### src/rtl/irqw_pkg.sv
package irqw_pkg;

  // Register byte offsets
  localparam logic [7:0] OFS_GLB_EN   = 8'h1C;
  localparam logic [7:0] OFS_EVT_STAT = 8'h20;
  localparam logic [7:0] OFS_EVT_EN   = 8'h28;
  localparam logic [7:0] OFS_CORE_RST = 8'h40;

  // One-cycle write strobes, one per register
  typedef struct packed {
    logic glb;
    logic stat;
    logic en;
    logic rst;
  } wr_strobe_t;

  // Next value of a sticky status bit: a new event wins over an acknowledge
  function automatic logic sticky_next(logic cur, logic ack, logic evt);
    return (cur & ~ack) | evt;
  endfunction

  // Level of the interrupt line
  function automatic logic irq_level(logic glb, logic [31:0] stat, logic [31:0] en);
    return glb & (|(stat & en));
  endfunction

endpackage

### src/rtl/irqw_decode.sv
module irqw_decode
  import irqw_pkg::*;
#(
  parameter int ADDR_W  = 8,
  parameter int DATA_W  = 32,
  parameter int NUM_EVT = 7,
  parameter logic [31:0] RST_KEY = 32'h0000_000A
) (
  input  logic               wr_en,
  input  logic [ADDR_W-1:0]  addr,
  input  logic [DATA_W-1:0]  wdata,
  input  logic               glb_q,
  input  logic [NUM_EVT-1:0] stat_q,
  input  logic [NUM_EVT-1:0] en_q,
  output wr_strobe_t         strb,
  output logic               key_hit,
  output logic [DATA_W-1:0]  rdata
);

  localparam logic [ADDR_W-1:0] A_GLB  = ADDR_W'(OFS_GLB_EN);
  localparam logic [ADDR_W-1:0] A_STAT = ADDR_W'(OFS_EVT_STAT);
  localparam logic [ADDR_W-1:0] A_EN   = ADDR_W'(OFS_EVT_EN);
  localparam logic [ADDR_W-1:0] A_RST  = ADDR_W'(OFS_CORE_RST);

  always_comb begin
    strb.glb  = wr_en && (addr == A_GLB);
    strb.stat = wr_en && (addr == A_STAT);
    strb.en   = wr_en && (addr == A_EN);
    strb.rst  = wr_en && (addr == A_RST);
  end

  assign key_hit = strb.rst && (wdata == DATA_W'(RST_KEY));

  always_comb begin
    rdata = '0;
    case (addr)
      A_GLB:   rdata[DATA_W-1]    = glb_q;
      A_STAT:  rdata[NUM_EVT-1:0] = stat_q;
      A_EN:    rdata[NUM_EVT-1:0] = en_q;
      default: rdata = '0;
    endcase
  end

endmodule

### src/rtl/irqw_status.sv
module irqw_status
  import irqw_pkg::*;
#(
  parameter int NUM_EVT = 7
) (
  input  logic               clk,
  input  logic               rst_n,
  input  logic               ack_wr,
  input  logic [NUM_EVT-1:0] ack_bits,
  input  logic [NUM_EVT-1:0] events_i,
  output logic [NUM_EVT-1:0] stat_q
);

  logic [NUM_EVT-1:0] ack_eff;
  assign ack_eff = ack_wr ? ack_bits : '0;

  for (genvar i = 0; i < NUM_EVT; i++) begin : g_bit
    always_ff @(posedge clk or negedge rst_n) begin
      if (!rst_n) stat_q[i] <= 1'b0;
      else        stat_q[i] <= sticky_next(stat_q[i], ack_eff[i], events_i[i]);
    end
  end

endmodule

### src/rtl/irqw_ctrl_regs.sv
module irqw_ctrl_regs #(
  parameter int NUM_EVT = 7
) (
  input  logic               clk,
  input  logic               rst_n,
  input  logic               glb_wr,
  input  logic               glb_bit,
  input  logic               en_wr,
  input  logic [NUM_EVT-1:0] en_bits,
  output logic               glb_q,
  output logic [NUM_EVT-1:0] en_q
);

  always_ff @(posedge clk or negedge rst_n) begin
    if (!rst_n) begin
      glb_q <= 1'b0;
      en_q  <= '0;
    end else begin
      if (glb_wr) glb_q <= glb_bit;
      if (en_wr)  en_q  <= en_bits;
    end
  end

endmodule

### src/rtl/irqw_rst_pulse.sv
module irqw_rst_pulse #(
  parameter int RST_LEN = 4,
  localparam int CW = $clog2(RST_LEN + 1)
) (
  input  logic clk,
  input  logic rst_n,
  input  logic fire,
  output logic pulse_o
);

  logic [CW-1:0] left_q;

  always_ff @(posedge clk or negedge rst_n) begin
    if (!rst_n)              left_q <= '0;
    else if (fire)           left_q <= CW'(RST_LEN);
    else if (left_q != '0)   left_q <= left_q - 1'b1;
  end

  assign pulse_o = (left_q != '0);

endmodule

### src/rtl/irq_softrst_wrap.sv
module irq_softrst_wrap
  import irqw_pkg::*;
#(
  parameter int ADDR_W  = 8,
  parameter int DATA_W  = 32,
  parameter int NUM_EVT = 7,
  parameter int RST_LEN = 4,
  parameter logic [31:0] RST_KEY = 32'h0000_000A
) (
  input  logic               clk,
  input  logic               rst_n,
  input  logic               reg_wr_en,
  input  logic [ADDR_W-1:0]  reg_addr,
  input  logic [DATA_W-1:0]  reg_wdata,
  output logic [DATA_W-1:0]  reg_rdata,
  input  logic [NUM_EVT-1:0] events_i,
  output logic               irq_o,
  output logic               core_rst_o
);

  wr_strobe_t         strb;
  logic               key_hit;
  logic               glb_q;
  logic [NUM_EVT-1:0] stat_q;
  logic [NUM_EVT-1:0] en_q;

  // Named internal events for the checker
  logic wr_stat_s, wr_en_s, wr_rst_s;
  assign wr_stat_s = strb.stat;
  assign wr_en_s   = strb.en;
  assign wr_rst_s  = strb.rst;

  irqw_decode #(
    .ADDR_W(ADDR_W), .DATA_W(DATA_W), .NUM_EVT(NUM_EVT), .RST_KEY(RST_KEY)
  ) u_decode (
    .wr_en(reg_wr_en), .addr(reg_addr), .wdata(reg_wdata),
    .glb_q(glb_q), .stat_q(stat_q), .en_q(en_q),
    .strb(strb), .key_hit(key_hit), .rdata(reg_rdata)
  );

  irqw_status #(.NUM_EVT(NUM_EVT)) u_status (
    .clk(clk), .rst_n(rst_n),
    .ack_wr(strb.stat), .ack_bits(reg_wdata[NUM_EVT-1:0]),
    .events_i(events_i), .stat_q(stat_q)
  );

  irqw_ctrl_regs #(.NUM_EVT(NUM_EVT)) u_ctrl (
    .clk(clk), .rst_n(rst_n),
    .glb_wr(strb.glb), .glb_bit(reg_wdata[DATA_W-1]),
    .en_wr(strb.en), .en_bits(reg_wdata[NUM_EVT-1:0]),
    .glb_q(glb_q), .en_q(en_q)
  );

  irqw_rst_pulse #(.RST_LEN(RST_LEN)) u_rst (
    .clk(clk), .rst_n(rst_n), .fire(key_hit), .pulse_o(core_rst_o)
  );

  assign irq_o = irq_level(glb_q, 32'(stat_q), 32'(en_q));

endmodule

### config.mk
export PLATFORM = sky130hd
export DESIGN_NAME = irq_softrst_wrap
export DESIGN_NICKNAME = d
export VERILOG_FILES = /design/src/rtl/irqw_pkg.sv /design/src/rtl/irqw_decode.sv /design/src/rtl/irqw_status.sv /design/src/rtl/irqw_ctrl_regs.sv /design/src/rtl/irqw_rst_pulse.sv /design/src/rtl/irq_softrst_wrap.sv
export SDC_FILE = /design/constraint.sdc
export NUM_CORES = 1
export LEC_CHECK = 0
export ABC_AREA = 1
export BUFFER_PORTS_ARGS = -buffer_cell sky130_fd_sc_hd__buf_4
export CORE_MARGIN = 3
export CORE_UTILIZATION = 35
export CTS_BUF_LIST = sky130_fd_sc_hd__clkbuf_4 sky130_fd_sc_hd__clkbuf_8
export CTS_CLUSTER_DIAMETER = 50
export CTS_CLUSTER_SIZE = 25
export DETAILED_ROUTE_END_ITERATION = 7
export PLACE_DENSITY = 0.7
export SKIP_LAST_GASP = 1
export SYNTH_ARGS = -nofsm -noshare
export SYNTH_HDL_FRONTEND = slang
export SYNTH_SLANG_ARGS = --single-unit
### constraint.sdc
create_clock -name clk -period 1.41 [get_ports clk]
set_input_delay 0.282 -clock clk [delete_from_list [all_inputs] [get_ports clk]]
set_output_delay 0.282 -clock clk [all_outputs]
set_load 0.01 [all_outputs]
==> run summary <==
most frequent cells in the layout - buf_4, nand2_1, nor2_1, conb_1, inv_1
post-synth top area share - 0.315
Worst Skew - 0.000153 ns
DRT iter0 DRCs - 45
GPL Wtd Cong - 0.813
post-detail-place hpwl - 2.71 mm
Core Box Area - 3800 µm²
Routed wire per std cell - 10.2 µm
hold depth - 3
Worst Hold Endpoint - u_status.stat_q[0]
Ports - 84
Hold WC Path Type - primary input to flip-flop
vias in the first global route - 1260
Yosys reg bits - 18
fin worst setup slack - -0.0610 ns
Clock transition at path regs - 0.07 ns
fraction of layout instances using a drive strength above 1 - 0.411
IO buf count - 59
Setup CP Type - flip-flop to output port
Synth area leader - dfrtp_1
synth unique cells - 27
Final Instance Area - 2080 µm²
Tmin final - 1.47 ns
overall routed net length - 3.30 mm
setup tns final - -0.0715 ns
failing checks - setup timing
P&R area growth vs syn - 45.5%
via count - 1365
synth top area cells - dfrtp_1, nand2_1, buf_4
DR vias/cell - 4.23
endpoint class of the critical path - output port
sequential area share after synthesis - 0.315
Final Max Tran Viols - 0
Final Hold Vio Count - 0
TritonCTS clock tree - built
antenna violations before repair - 0
first-pass GRT wire length - 5.40 mm
PD cells - 595 nW/µm²
clk buf depth - 2
Remaining Overflow, GRT - 0
most common cell after layout, fill and taps aside - buf_4
Hold Startpoint - events_i[0]
CP startpoint kind - flip-flop
FF-to-FF End - u_rst.left_q[1]
RSZ-0062 raised after global routing - yes
ant diodes - 0
Final ANT Viol Nets - 0
gr usage total - 0.134
clk_lat worst skew - 0.26 ns
Setup WS pre-CTS - -0.0935 ns
Synth Cell Area - 1430 µm²
drt pass-1 iters - 4
TritonCTS Buffers - 3
R2R Path Start - u_rst.left_q[0]
Critical Path AT - 1.19 ns
Avg Cell Area, Syn - 7.19 µm²
htree depth - 1
fin nets - 328
Clock Tree Root - clkbuf_8
Worst VDD drop - 0.794 mV
Yosys warning count - 0
required time of the critical path - 1.13 ns
Clock Sinks - 18
R2R depth - 7
Fmax - 680 MHz
max_cap viols - 0
placed cells - 311
largest net degree at the start of global routing - 19
final period utilization - 1.04
FF-to-FF setup slack - 0.25 ns
Post-route DRC - 0
cell area after placement - 1880 µm²
Leak - 0.00112 µW
Cell Rows - 22
Cells after Synth - 199
DIE HEIGHT - 70.0 µm
Initial Utilization - 0.377
outcome - finished with violations
full die area - 4890 µm²
final setup violation count - 2
Die Width - 70.0 µm
fin cells - 323
crit path max fanout - 2
[state kept, by name, summed over array words and instances, names as in the netlist]
| register | cells |
|---|---|
| u_ctrl.glb_q | 1 |
| u_rst.left_q | 3 |
| u_ctrl.en_q | 7 |
| u_status.stat_q | 7 |
[power breakdown]
| part | leakage (µW) | internal, µW | switching (µW) |
|---|---|---|---|
| registers | 0.000214 | 527 | 9.58 |
| logic | 0.000876 | 139 | 135 |
| clock network | 0.0000288 | 248 | 179 |
| total | 0.00112 | 915 | 323 |
[synth_stat cells (all sizes together)]
master / number
clkinv: 1
buf: 27
inv: 26
nand2: 57
nand3: 19
or2: 1
dfrtp: 18
nor2: 29
o21ai: 9
mux2i: 1
nand4: 1
a22o: 1
a21oi: 2
nor3: 1
xor2: 2
nand3b: 1
ha: 2
conb: 1
[worst max-delay path, cell delays in order (launching register included)]
cell and delay [ns]:
dfrtp_1 0.38, a22o_1 0.23, nor2_1 0.10, a21oi_1 0.08
buf_4 0.15
[cell families after synthesis]
logic type      share of synthesized area
mux                               0.00699
xor+xnor                           0.0122
buf+inv                             0.219
flops                               0.315
other cells                       0.00262
simple gates                        0.365
compound gates                     0.0629
fa+ha+maj                          0.0175
[layer usage]
metal | global-route usage | part of all wire
met1 | 0.160 | 0.40
met2 | 0.246 | 0.53
met3 | 0.0345 | 0.060
met4 | 0.0191 | 0.0042
met5 | 0 | 0
[cell type report]
type / count / area [µm²]
clock buffers: 4 / 55.1
well taps: 48 / 60.1
multi-input cells: 150 / 810
repair buffers: 76 / 604
flip-flops and latches: 18 / 450
inverters: 27 / 103
fillers: 376 / 1720
[worst max path at each step]
stage / to / startpoint / cells after the start / slack (ns)
6_report: irq_o / u_status.stat_q[1] / 4 / -0.06
4_1_cts: irq_o / u_status.stat_q[1] / 4 / -0.07
5_1_grt: irq_o / u_status.stat_q[0] / 4 / -0.11
3_3_place_gp: reg_rdata[4] / reg_addr[7] / 7 / -0.07
2_1_floorplan: reg_rdata[0] / reg_addr[1] / 6 / 0.16
3_5_place_dp: reg_rdata[4] / reg_addr[1] / 7 / -0.09
[metrics by stage]
| stage | hold WS (ns) | total power, µW | util |
|---|---|---|---|
| 2_1_floorplan | -0.0136 | 701 | - |
| 3_3_place_gp | 0.168 | 802 | 0.494 |
| 3_5_place_dp | 0.166 | 805 | 0.494 |
| 4_1_cts | 0.199 | 1250 | 0.539 |
| 5_1_grt | 0.212 | 1290 | 0.548 |
| 6_report | 0.201 | 1240 | 0.548 |
[what timing repair did]
item	CTS	global route
cloned	0	0
hold buffers	1	0
buffers inserted	3	4
pin swaps	13	6
setup endpoints to repair	9	9
resized for setup	17	2
endpoints found under the hold margin	18	0
Power figures use the tool's default switching activity.
